File: config.mk
export PLATFORM = sky130hd
export DESIGN_NAME = halt_crc_scanner
export DESIGN_NICKNAME = d
export VERILOG_FILES = /design/src/rtl/crc_scan_pkg.sv /design/src/rtl/crc_scan_seq.sv /design/src/rtl/crc_scan_accum.sv /design/src/rtl/crc_scan_regs.sv /design/src/rtl/halt_crc_scanner.sv
export SDC_FILE = /design/constraint.sdc
export NUM_CORES = 1
export LEC_CHECK = 0
export ABC_CLOCK_PERIOD_IN_PS = 1800
export CAP_MARGIN = 0
export CORE_MARGIN = 1
export CORE_UTILIZATION = 46
export DETAILED_ROUTE_END_ITERATION = 10
export GPL_ROUTABILITY_DRIVEN = 0
export PLACE_DENSITY_LB_ADDON = 0.3
export SLEW_MARGIN = 20
export SYNTH_ARGS = -nofsm -noshare
export SYNTH_HDL_FRONTEND = slang
export SYNTH_SLANG_ARGS = --single-unit
File: constraint.sdc
create_clock -name clk -period 1.8 [get_ports clk]
set_input_delay 0.36 -clock clk [delete_from_list [all_inputs] [get_ports clk]]
set_output_delay 0.36 -clock clk [all_outputs]
set_load 0.05 [all_outputs]
File: src/rtl/crc_scan_pkg.sv
package crc_scan_pkg;
  localparam int CRC_W = 16;
  localparam logic [1:0] OFS_CTRL   = 2'd0;
  localparam logic [1:0] OFS_RANGE  = 2'd1;
  localparam logic [1:0] OFS_RESULT = 2'd2;

  typedef enum logic [1:0] {SC_IDLE, SC_SCAN, SC_DRAIN} scan_state_t;

  // Folds one byte into the CRC, most significant bit first.
  function automatic logic [CRC_W-1:0] crc_fold_byte(
    input logic [CRC_W-1:0] cur,
    input logic [7:0]       dat,
    input logic [CRC_W-1:0] poly
  );
    logic [CRC_W-1:0] c;
    logic fb;
    c = cur;
    for (int i = 7; i >= 0; i--) begin
      fb = c[CRC_W-1] ^ dat[i];
      c  = {c[CRC_W-2:0], 1'b0};
      if (fb) c = c ^ poly;
    end
    return c;
  endfunction
endpackage

File: src/rtl/crc_scan_seq.sv
module crc_scan_seq
  import crc_scan_pkg::*;
#(
  parameter int RANGE_W    = 6,
  parameter int BLOCK_LOG2 = 10,
  localparam int ADDR_W    = RANGE_W + BLOCK_LOG2
) (
  input  logic               clk,
  input  logic               rst,
  input  logic               halt_enter,
  input  logic               enable,
  input  logic [RANGE_W-1:0] range_val,
  output logic               busy,
  output logic               mem_rd_en,
  output logic [ADDR_W-1:0]  mem_addr,
  output logic               byte_valid,
  output logic               halt_release
);
  scan_state_t state;
  logic [ADDR_W-1:0] last_q;
  logic              last_inflight;

  always_ff @(posedge clk) begin
    if (rst) begin
      state         <= SC_IDLE;
      busy          <= 1'b0;
      mem_rd_en     <= 1'b0;
      mem_addr      <= '0;
      last_q        <= '0;
      byte_valid    <= 1'b0;
      last_inflight <= 1'b0;
      halt_release  <= 1'b0;
    end else begin
      halt_release  <= 1'b0;
      byte_valid    <= mem_rd_en;
      last_inflight <= mem_rd_en && (mem_addr == last_q);
      case (state)
        SC_IDLE: begin
          if (halt_enter && enable) begin
            state     <= SC_SCAN;
            busy      <= 1'b1;
            mem_addr  <= '0;
            mem_rd_en <= 1'b1;
            last_q    <= {range_val, {BLOCK_LOG2{1'b1}}};
          end
        end
        SC_SCAN: begin
          if (mem_addr == last_q) begin
            mem_rd_en <= 1'b0;
            state     <= SC_DRAIN;
          end else begin
            mem_addr <= mem_addr + ADDR_W'(1);
          end
        end
        SC_DRAIN: begin
          if (last_inflight) begin
            halt_release <= 1'b1;
            busy         <= 1'b0;
            state        <= SC_IDLE;
          end
        end
        default: state <= SC_IDLE;
      endcase
    end
  end

  assert_release_single_R7: assert property (@(posedge clk) disable iff (rst)
    halt_release |=> !halt_release);
  assert_read_only_busy_R8: assert property (@(posedge clk) disable iff (rst)
    mem_rd_en |-> busy);
  assert_addr_step_R4: assert property (@(posedge clk) disable iff (rst)
    (mem_rd_en && $past(mem_rd_en)) |-> (mem_addr == $past(mem_addr) + ADDR_W'(1)));
  assert_addr_bound_R4: assert property (@(posedge clk) disable iff (rst)
    mem_rd_en |-> (mem_addr <= last_q));
  assert_unarmed_halt_R3: assert property (@(posedge clk) disable iff (rst)
    (state == SC_IDLE && halt_enter && !enable) |=> !busy);
endmodule

File: src/rtl/crc_scan_accum.sv
module crc_scan_accum
  import crc_scan_pkg::*;
#(
  parameter logic [CRC_W-1:0] POLY = 16'h1021
) (
  input  logic             clk,
  input  logic             rst,
  input  logic             busy,
  input  logic             byte_valid,
  input  logic [7:0]       byte_data,
  input  logic             sw_we,
  input  logic [CRC_W-1:0] sw_data,
  output logic [CRC_W-1:0] result
);
  always_ff @(posedge clk) begin
    if (rst)                 result <= '0;
    else if (byte_valid)     result <= crc_fold_byte(result, byte_data, POLY);
    else if (sw_we && !busy) result <= sw_data;
  end

  assert_result_locked_R9: assert property (@(posedge clk) disable iff (rst)
    (busy && !byte_valid) |=> $stable(result));
endmodule

File: src/rtl/crc_scan_regs.sv
module crc_scan_regs
  import crc_scan_pkg::*;
#(
  parameter int RANGE_W = 6
) (
  input  logic               clk,
  input  logic               rst,
  input  logic               reg_wr,
  input  logic [1:0]         reg_addr,
  input  logic               ctrl_wbit,
  input  logic [RANGE_W-1:0] range_wdata,
  input  logic               busy,
  input  logic [CRC_W-1:0]   result,
  output logic               enable,
  output logic [RANGE_W-1:0] range_val,
  output logic [CRC_W-1:0]   reg_rdata
);
  always_ff @(posedge clk) begin
    if (rst) begin
      enable    <= 1'b0;
      range_val <= '0;
      reg_rdata <= '0;
    end else begin
      if (reg_wr && reg_addr == OFS_CTRL)           enable    <= ctrl_wbit;
      if (reg_wr && reg_addr == OFS_RANGE && !busy) range_val <= range_wdata;
      case (reg_addr)
        OFS_CTRL:   reg_rdata <= {{(CRC_W-2){1'b0}}, busy, enable};
        OFS_RANGE:  reg_rdata <= CRC_W'(range_val);
        OFS_RESULT: reg_rdata <= result;
        default:    reg_rdata <= '0;
      endcase
    end
  end

  assert_range_locked_R9: assert property (@(posedge clk) disable iff (rst)
    (busy && $past(busy)) |-> $stable(range_val));
endmodule

File: src/rtl/halt_crc_scanner.sv
module halt_crc_scanner
  import crc_scan_pkg::*;
#(
  parameter int RANGE_W    = 6,
  parameter int BLOCK_LOG2 = 10,
  parameter logic [15:0] POLY = 16'h1021,
  localparam int ADDR_W    = RANGE_W + BLOCK_LOG2
) (
  input  logic              clk,
  input  logic              rst,
  input  logic              halt_enter,
  output logic              halt_release,
  output logic              mem_rd_en,
  output logic [ADDR_W-1:0] mem_addr,
  input  logic [7:0]        mem_rdata,
  input  logic              reg_wr,
  input  logic [1:0]        reg_addr,
  input  logic [15:0]       reg_wdata,
  output logic [15:0]       reg_rdata
);
  logic               enable, busy, byte_valid;
  logic [RANGE_W-1:0] range_val;
  logic [CRC_W-1:0]   result;

  crc_scan_regs #(.RANGE_W(RANGE_W)) u_regs (
    .clk(clk), .rst(rst), .reg_wr(reg_wr), .reg_addr(reg_addr),
    .ctrl_wbit(reg_wdata[0]), .range_wdata(reg_wdata[RANGE_W-1:0]),
    .busy(busy), .result(result), .enable(enable),
    .range_val(range_val), .reg_rdata(reg_rdata)
  );

  crc_scan_seq #(.RANGE_W(RANGE_W), .BLOCK_LOG2(BLOCK_LOG2)) u_seq (
    .clk(clk), .rst(rst), .halt_enter(halt_enter), .enable(enable),
    .range_val(range_val), .busy(busy), .mem_rd_en(mem_rd_en),
    .mem_addr(mem_addr), .byte_valid(byte_valid), .halt_release(halt_release)
  );

  crc_scan_accum #(.POLY(POLY)) u_accum (
    .clk(clk), .rst(rst), .busy(busy), .byte_valid(byte_valid),
    .byte_data(mem_rdata), .sw_we(reg_wr && reg_addr == OFS_RESULT),
    .sw_data(reg_wdata), .result(result)
  );
endmodule

# Word-level counts from Yosys, hierarchy flattened
# Cells that the tools add are included.
[word_totals] in_bits=30 register_bits=78 word_cells=96 out_inout_bits=34
[op_classes] reduce_logical=19 n_bitwise=17 muxes=38 n_eq_ne=9 n_addsub=1
[op_table] op="$mux 16" count=18
[op_table] op="$mux 13" count=8
[op_table] op="$pmux 16 s3" count=1
[op_table] op="$pmux 16 s2" count=1
[op_table] op="$not 3->3" count=8
[op_table] op="$add 16x1->16 const B" count=1
[op_table] op="$eq 16x16->1" count=1
[op_table] op="$reduce_and 3->1" count=4
[op_table] op="$xor 1x1->1" count=8
[op_table] op="$logic_and 1x1->1" count=7
[op_table] op="$mux 2" count=3
[op_table] op="$ne 2x1->1 const B" count=3
[op_table] op="$pmux 2 s3" count=1
[op_table] op="$reduce_bool 2->1" count=3
[op_table] op="$eq 2x1->1 const B" count=2
[op_table] op="$eq 2x2->1 const B" count=2
[op_table] op="$logic_not 2->1" count=2
[op_table] op="$mux 1" count=4
[op_table] op="$pmux 1 s2" count=2
[op_table] op="$ne 2x2->1 const B" count=1
[op_table] op="$reduce_and 2->1" count=1
[op_table] op="$reduce_or 2->1" count=1
[op_table] op="$logic_not 1->1" count=1
[op_table] op="$not 1->1" count=1

# Longest topological paths before layout
# Gate-level depths: netlist (run 1).
[depth] depth_word=31 depth_mapped=7 ltp_nobuf=5

# By module
# From an unflattened synthesis (run 1), not the netlist that was laid out.
[unflattened] cells_unflattened=362 hier_area_um2=3525.9
[by_module_without_submodules] module="crc_scan_seq" instances=1 seq_area_each_um2=600.6 area_each_um2=1506.4 cells_each=183
[by_module_without_submodules] module="crc_scan_accum" instances=1 seq_area_each_um2=320.3 area_each_um2=1133.6 cells_each=99
[by_module_without_submodules] module="crc_scan_regs" instances=1 seq_area_each_um2=460.4 area_each_um2=877.1 cells_each=79
[by_module_without_submodules] module="halt_crc_scanner" instances=1 seq_area_each_um2=0.0 area_each_um2=8.8 cells_each=1

# Worst setup path before layout (run 1)
# OpenSTA, ideal clock, no wires.
[synth_path] path_kind="flip-flop to flip-flop" start="reg u_seq.mem_addr[8]" end="reg u_seq.mem_addr[15]" setup_ns=0.070 t_arrival_ns=2.051 stages_incl_launch_ff=6 setup_slack_ns=-0.321 n_path_buf=0 period_less_slack_ns=2.121 required_time_ns=1.730 path_cell_list="dfxtp_1 -> and3_4 -> nand4_2 -> or4_1 -> or3_1 -> a21oi_1"
[synth_via] elab_chain_cells=3 elab_cells_between_ends=6 classes_between="add/sub (1); eq/ne (2); mux (2); reduce/logical (1)"
[synth_rtl] item="from (decl)" line="crc_scan_seq.sv:15" rtl="output logic [ADDR_W-1:0] mem_addr,"
[synth_rtl] item="from (signal assigned)" line="crc_scan_seq.sv:52" rtl="mem_addr <= mem_addr + ADDR_W'(1);"
[synth_rtl] item="$add 16x1->16 or $eq 16x16->1 (tied branches)" line="crc_scan_seq.sv:52, crc_scan_seq.sv:48"
[synth_rtl] item="$mux 16 or $ne 2x2->1 (tied branches)"
[synth_rtl] item="$pmux 16 s2 or $reduce_and 3->1 (tied branches)"
# Several ways; a longest one is shown, not always the timed one. The select of a mux whose other input is x is not followed.
# A chain may end at the register's enable or synchronous reset.

# Final worst setup path (run 1)
[layout_path] start="reg u_seq.mem_addr[4]" end="reg u_seq.mem_addr[15]"
# Same word-level chain as after synthesis.

==> metrics list, run 1 <==
* Clock tree from TritonCTS: built
* Root Buffer: clkbuf_8
- Largest net degree at the start of global routing: 33
- Post-synthesis instance total: 336
- Counting instances, the worst hold path has a depth of 2.
- Lkg Pwr: roughly 0.0016 uW
- Area share of fa/ha/maj cells after synthesis: 0.406%
- Global routing consumed, over all layers together, a little over a fifth of the routing resources.
* Worst-case headroom to the max-slew limit: 70.8%
- Layout filler cell count: ~540
- Final critical delay including setup and external delays: between 1500 and 2000 ps
* IO Port Bufs: 63
- By area the synthesized netlist is led by dfxtp_1, a211oi_1, xnor2_1.
* Violations in the final reports: DRC
* Standard cell area after detailed placement: between 3000 and 4000 um^2
- Proportion of synthesized flip-flops having asynchronous set or reset: 0%
- At the pin with the least slew margin, the transition time is 434 ps.
- Worst flop-to-flop path endpoint: u_seq.mem_addr[15]
* Violation count after the first detailed-route iteration: 134
* Worst hold slack: approximately 470 ps
* Seq/Total Area, Yosys: about 45%
* XOR/XNOR Fraction of Synth Area: about 8.5%
* Die area: approximately 7000 um^2
* Post-synthesis mux area share: about 3.6%
- Most frequent cells in the layout: buf_4, dfxtp_1, a211oi_1, clkdlybuf4s50_1
* Initial antenna violation count: 0
* Final Core Density: between 60% and 70%
* RR Startpoint: u_seq.mem_addr[4]
- In this run, synthesis produced a sequential element count of between 60 and 70.
- The number of nets handed over by synthesis was roughly 370.
- Area Overhead vs Synth: 36.5%
- For this design the ratio of total power to cell area is a little under 800 nW/um^2.
* Worst VDD drop: between 0.0005 and 0.0006 V
- Fin. max-slew vios: 0
- Clock insertion delay at the later pin of the skew report: approximately 340 ps
- Clock tree buffer depth: 2
- HP Start: u_seq.last_q[14]
* Drt total wl: about 7400 um
- The finished cells cover around 4200 um^2.
- Antenna Nets Post-Route: 0
- Total global routing overflow: 0
* Clock-pin slew on the worst setup and hold paths: 70 ps
- Clock sink total: 69
- Dividing the detail-routed wire length by the instance count gives around 15 um.
- Maximum Capacitance Violations: 0
- Share of Yosys cell area claimed by the top area cell type: 44.8%
* Via count of the first global-routing pass: between 2,000 and 3,000
* Cell taking the most area after synthesis: dfxtp_1
- The tightest min-delay check is of the flop to flop type.
- In the routed layout, each cell is associated on average with a via count of about 5.4.
* Final antenna diode count: 0
* R2R depth: 5
* Post-route setup TNS: 0 ps
* DRC violation count after routing: 4
- STA puts the critical path data arrival time at ~2000 ps.
- Starting density of the core: a little under half
- Die W: roughly 84 um
- For this run, the leading register cell type out of synthesis is dfxtp_1.
* Std-Cell Rows: 29
* Synth Area in Simple Gates: 22.4%
- By startpoint and endpoint, the worst setup path is classified as flop to flop.
* Period utilisation layout: a little over nine tenths
- During synthesis, Yosys emitted a total of 0 warnings.
* Layout Skew: 6.49 ps
* Required time reported for the critical path endpoint: 2080 ps
- 64 I/O pins were placed.
- Based on the critical path, the design can be clocked at up to around 570 MHz.
- The worst setup path is captured at a flop.
- The library cell used most frequently in the layout, excluding fill and tap cells, is buf_4.
- Num CTS Buffers: 9
- Detailed routing inserted a total of about 2,700 vias.
* Final hold violation count: 0
- Nature of the critical path startpoint: flop
- Main combinational cell family by area after synthesis: simple AND/OR/NAND/NOR gates
* Hold buffers post-CTS: 0
- The net count of the finished layout is 454.
* Area inside the core boundary: approximately 6400 um^2
- Critical Path Fanout Max: 7
* First-pass GRT wire length: around 12,000 um
* Final setup violation count: 0
- Synthesis instantiated 40 different standard cells from the library.
- Vertical die dimension: between 80 and 90 um
- The clock tree synthesis step divided the H-tree into 3 levels.
* Compound-cell area share of the yosys netlist: 16.9%
* Flop-to-flop setup slack: 50 ps
- In the final layout, the share of cells above drive strength 1 is approximately a quarter.
* Number of enable-type register cells in the synthesized netlist: 0
- Run status: finished, violations left
- The first TritonRoute pass finished after 7 iterations.
- Summed over all nets, the half-perimeter wirelength after detailed placement is 5250 um.
- The average instance in the mapped netlist occupies ~9.2 um^2.
* Worst Hold Path EP: u_seq.last_q[14]
- After synthesis the cells add up to 3080 um^2.
[cells in the mapped netlist (2+ instances only)]
cell	n
buf_4	2
or3_1	11
nand3_1	5
or4_1	6
o21ai_0	8
nor2_1	26
nor4_1	3
nand2_1	17
inv_1	2
buf_2	3
o31ai_1	5
mux2i_1	11
o41ai_1	2
a21oi_1	27
clkbuf_1	14
a211oi_1	30
nand2b_1	2
and2_1	13
xor2_1	14
nand4_1	6
o21ai_1	2
nor2b_1	20
dfxtp_1	69
nor3b_1	2
xnor2_1	16
and3_1	2
a22oi_1	5
[how the worst max path moves through the flow]
stage / endpoint / slack, ps / depth (start not counted) / startpoint
floorplan: u_seq.mem_addr[15] / -40 / 5 / u_seq.mem_addr[10]
global placement: u_accum.result[5] / -30 / 6 / reg_wr
detailed placement: u_accum.result[9] / -120 / 6 / reg_wr
CTS: u_seq.mem_addr[4] / 2 / 6 / u_seq.mem_addr[4]
global route: u_seq.mem_addr[15] / -30 / 5 / u_seq.mem_addr[4]
finish: u_seq.mem_addr[15] / 50 / 5 / u_seq.mem_addr[4]
[cell families after synthesis]
group,after synthesis
compound gates,81
xor+xnor,30
fa+ha+maj,1
buf+inv,22
flops,69
mux,11
simple gates,122
[per-layer routing]
metal	up-vias	track usage, %	part of all wire (%)	routed length (um)
li1	1391	-	-	-
met3	12	3.46	4.4	322
met1	1270	28.9	47	3490
met5	-	0	0	0
met2	76	32.5	46	3430
met4	0	11.8	2.1	155
[critical path, stage by stage, from the launching register on]
cell and delay [ps]:
dfxtp_4 380, nand4_1 150, buf_4 180, or4_4 520, or3_1 310, a21oi_1 140
[through the flow]
stage / instances / total power [uW] / setup WS (ps)
2_1_floorplan: 336 / 1820 / -37.8
3_3_place_gp: 485 / 2000 / -27.7
3_5_place_dp: 485 / 2000 / -123
4_1_cts: 501 / 3270 / 1.54
5_1_grt: 505 / 3380 / -27.9
6_report: 505 / 3250 / 46.7
[area by class of cell]
cell class	count	area [um^2]	area share, %
clock buffer	14	194	4.61
inverter	2	7.51	0.178
multi-input combinational	245	1620	38.5
timing repair buffer	96	865	20.5
tap	77	96.3	2.29
clock inverter	2	12.5	0.297
sequential	69	1410	33.6
[power by group]
group | leakage, uW | switching (uW) | internal [uW]
registers | 0.000567 | 25.4 | 1550
clock network | 0.000104 | 572 | 696
logic | 0.000970 | 187 | 219
total | 0.00164 | 784 | 2460
[timing repair]
action / CTS / global route
resized for setup: 0 / 12
setup buffers: 0 / 3
setup endpoints to repair: 0 / 16
[sequential cells by signal, indices dropped and copies added (netlist names)]
name,flops
u_regs.range_val,6
u_seq.halt_release,1
u_regs.reg_rdata,16
u_seq.busy,1
u_seq.mem_addr,16
u_seq.state,2
u_regs.enable,1
u_seq.last_inflight,1
u_seq.mem_rd_en,1
u_accum.result,16
u_seq.last_q,7
u_seq.byte_valid,1
Power figures use the tool's default switching activity.
==> run 2: changes to the inputs <==
CELL_PAD_IN_SITES_DETAIL_PLACEMENT = 0   (was not set)
CELL_PAD_IN_SITES_GLOBAL_PLACEMENT = 1   (was not set)
CORE_UTILIZATION = 34   (was 46)
PLACE_DENSITY_LB_ADDON = 0.1   (was 0.3)
==> metrics list, run 2 (same netlist as run 1, synthesis figures left out) <==
* Initial antenna violation count: 0 (unchanged)
- Clock insertion delay at the later pin of the skew report: 330 ps (was 340 ps)
- R2R depth: 6 (was 5)
* Wire length per cell: 14.6 um (about the same)
* Worst VDD drop: 0.000376 V (was 0.000509 V)
- The total clock sinks came to 69 (unchanged).
- The number of fillers in the final layout is 870 (was 539).
- The worst clock skew came to 8.87 ps (was 6.49 ps).
* Final hold violation count: 0 (unchanged)
* Gate family responsible for the most delay along the worst path: simple AND/OR/NAND/NOR gates (unchanged)
- The number of placed instances, taps included is 530 (was 485).
* Multi-input gate area in the final layout: 1640 um^2 (was 1620 um^2)
- Total global routing overflow: 0 (unchanged)
- The number of levels the H-tree was split into was 3 (unchanged).
- Lkg Pwr: 0.00170 uW (was 0.00164 uW)
* Maximum Capacitance Violations: 0 (unchanged)
- Worst hold path type: flop to flop (unchanged)
* WS Path Type: flop to flop (unchanged)
- The source of the worst hold timing path is u_seq.last_q[13] (was u_seq.last_q[14]).
- Delay of the slowest cell on the worst path: 490 ps (was 520 ps)
- Antenna Nets Post-Route: 0 (unchanged)
- Sw Ratio: 24.9% (was 24.2%)
* Worst Hold Path EP: u_seq.last_q[13] (was u_seq.last_q[14])
* IO Port Bufs: 63 (unchanged)
- Worst flop-to-flop path endpoint: u_seq.mem_addr[15] (unchanged)
* Nature of the critical path startpoint: flop (unchanged)
- The post-layout worst setup margin came to 56.6 ps (was 46.7 ps).
* Clock tree from TritonCTS: built (unchanged)
- The overall power after layout was 3170 uW (was 3250 uW).
* Overall routing resource usage: 17.5% (was 21.4%)
- Power density cells: 729 nW/um^2 (was 771 nW/um^2)
* Std-Cell Rows: 34 (was 29)
- The worst hold path depth is 2 (unchanged).
- The number of hold buffers added after CTS is 0 (unchanged).
- First drt pass iteration count: 4 (was 7)
* Overall via count from detail_route: 2,778 (was 2,749)
- Critical Path Slowest Stage Cell: or4_4 (unchanged)
* Final setup violation count: 0 (unchanged)
- The total wirelength of the detailed-routed design came to 8030 um (was 7400 um).
- Violation count after the first detailed-route iteration: 120 (was 134)
* Buffers plus inverters on the worst setup path: 1 (unchanged)
- The detailed-route vias per instance came to 5.05 (was 5.44).
- The worst-case setup slack after placement is -124 ps (was -123 ps).
- Post-layout instance count excluding filler cells: 550 (was 505)
* Clock-pin slew on the worst setup and hold paths: 70 ps (about the same)
- IO Pins: 64 (unchanged)
- The share of the clock period used by the worst path after layout is 96.9% (was 97.4%).
- The area growth from synthesis to final layout came to 40.9% (was 36.5%).
- Clock tree buffer depth: 2 (unchanged)
- The number of nets at the end of the flow is 469 (was 454).
- The fmax came to 574 MHz (was 570 MHz).
- The data arrival at the endpoint of the critical path is 2020 ps (was 2030 ps).
- Flop-to-flop setup slack: 60 ps (was 50 ps)
- The critical path endpoint category was a flop (unchanged).
- Root Buffer: clkbuf_8 (unchanged)
- The area of all sequential standard cells is 1410 um^2 (unchanged).
- Num CTS Buffers: 9 (unchanged)
- The net switching power of the design is 789 uW (was 784 uW).
- Reg power frac: 49.6% (was 48.4%)
- The aggregate negative setup slack is 0 ps (unchanged).
- Post-route cell area: 4340 um^2 (was 4210 um^2)
* Least-Margin Pin Slew: 483 ps (was 434 ps)
- Setup repair after global routing missed its margin: no
- Biggest registers after layout: u_accum.result (16), u_regs.reg_rdata (16), u_seq.mem_addr (16) (unchanged).
- CP cell instances: nor2b_4 > buf_6 > nand2_1 > or4_4 > or3_4 > a21oi_2 (was nand4_1 > buf_4 > or4_4 > or3_1 > a21oi_1)
* Most frequent cells in the layout: buf_4, dfxtp_1, a211oi_1, clkdlybuf4s50_1 (unchanged)
* Worst-case headroom to the max-slew limit: 67.9% (was 70.8%)
- The remaining routing DRC violations was 0 (was 4).
* Via count of the first global-routing pass: 2,661 (was 2,503)
- The worst flop-to-flop path startpoint is u_seq.state[0] (was u_seq.mem_addr[4]).
- Leading cell type in the layout, fill and taps excluded: buf_4 (unchanged)
* Vertical die dimension: 97.2 um (was 83.9 um)
* Required time reported for the critical path endpoint: 2070 ps (was 2080 ps)
* HPWL after detailed placement: 5870 um (was 5250 um)
- The layout cell share with drive strength beyond 1 came to 27.1% (was 24.3%).
- Internal Pwr Total: 2380 uW (was 2460 uW)
* Combinational share of power: 13.0% (was 12.5%)
* Die W: 97.2 um (was 83.9 um)
- Area inside the core boundary: 8760 um^2 (was 6420 um^2)
- Starting density of the core: 35.2% (was 48.0%)
- Final critical delay including setup and external delays: 1740 ps (was 1750 ps)
- Fin. max-slew vios: 0 (unchanged)
- Proportion of power drawn by the clock network: 37.5% (was 39.1%)
- The placed instance area was 4070 um^2 (was 3900 um^2).
* Die area: 9450 um^2 (was 7030 um^2)
* First-pass GRT wire length: 13,100 um (was 11,900 um)
* Run status: complete, no violations (was finished, violations left)
- Largest net degree at the start of global routing: 33 (unchanged)
* Critical Path Fanout Max: 6 (was 7)
- The number of diodes added for antenna fixing is 0 (unchanged).
-- run 2: power by group through the flow --
| stage | clock network [uW] | registers (uW) | logic (uW) |
|---|---|---|---|
| finish | 1190 | 1570 | 410 |
| global route | 1300 | 1570 | 447 |
| CTS | 1230 | 1570 | 410 |
| detailed placement | 0 | 1610 | 408 |
| global placement | 0 | 1610 | 406 |
| floorplan | 0 | 1620 | 204 |
-- run 2: cell type report --
type                            count  area share (%)
Timing Repair Buffer              111            22.2
Multi-Input combinational cell    245            37.7
Sequential cell                    69            32.6
Inverter                            2           0.173
Clock buffer                       12            3.83
Clock inverter                      3           0.432
Tap cell                          108            3.11
-- run 2: metal layers --
metal  track usage [%]  part of all wire, %  vias up
li1                  -                    -     1411
met1              25.1                   53     1321
met5                 0                    0        -
met3              3.38                  3.3        2
met2              25.7                   43       44
met4              6.43                 0.54        0
-- run 2: worst min-delay path, cell delays in order (launching register included) --
cell	delay (ps)
dfxtp_1	320
nand2_1	50
a21oi_1	50
-- run 2: worst max path at each step --
stage	start	end	slack, ps	cells after the start
CTS	u_seq.mem_addr[0]	u_seq.mem_addr[13]	30	6
global placement	reg_addr[0]	u_accum.result[1]	-70	7
finish	u_seq.state[0]	u_seq.mem_addr[15]	60	6
detailed placement	reg_addr[0]	u_accum.result[7]	-120	6
global route	u_seq.state[0]	u_seq.mem_addr[15]	1	6
floorplan	u_seq.mem_addr[10]	u_seq.mem_addr[15]	-40	5
-- run 2: timing repair --
| action | 4_1_cts | 5_1_grt |
|---|---|---|
| setup buffers | 0 | 5 |
| setup endpoints to repair | 3 | 15 |
| resized for setup | 3 | 13 |
| pin swaps | 0 | 4 |
-- run 2: per-stage QoR --
stage | util [%] | hold WS (ps)
floorplan | - | 445
global placement | 46.4 | 458
detailed placement | 46.4 | 463
CTS | 48.5 | 473
global route | 49.5 | 501
finish | 49.5 | 475
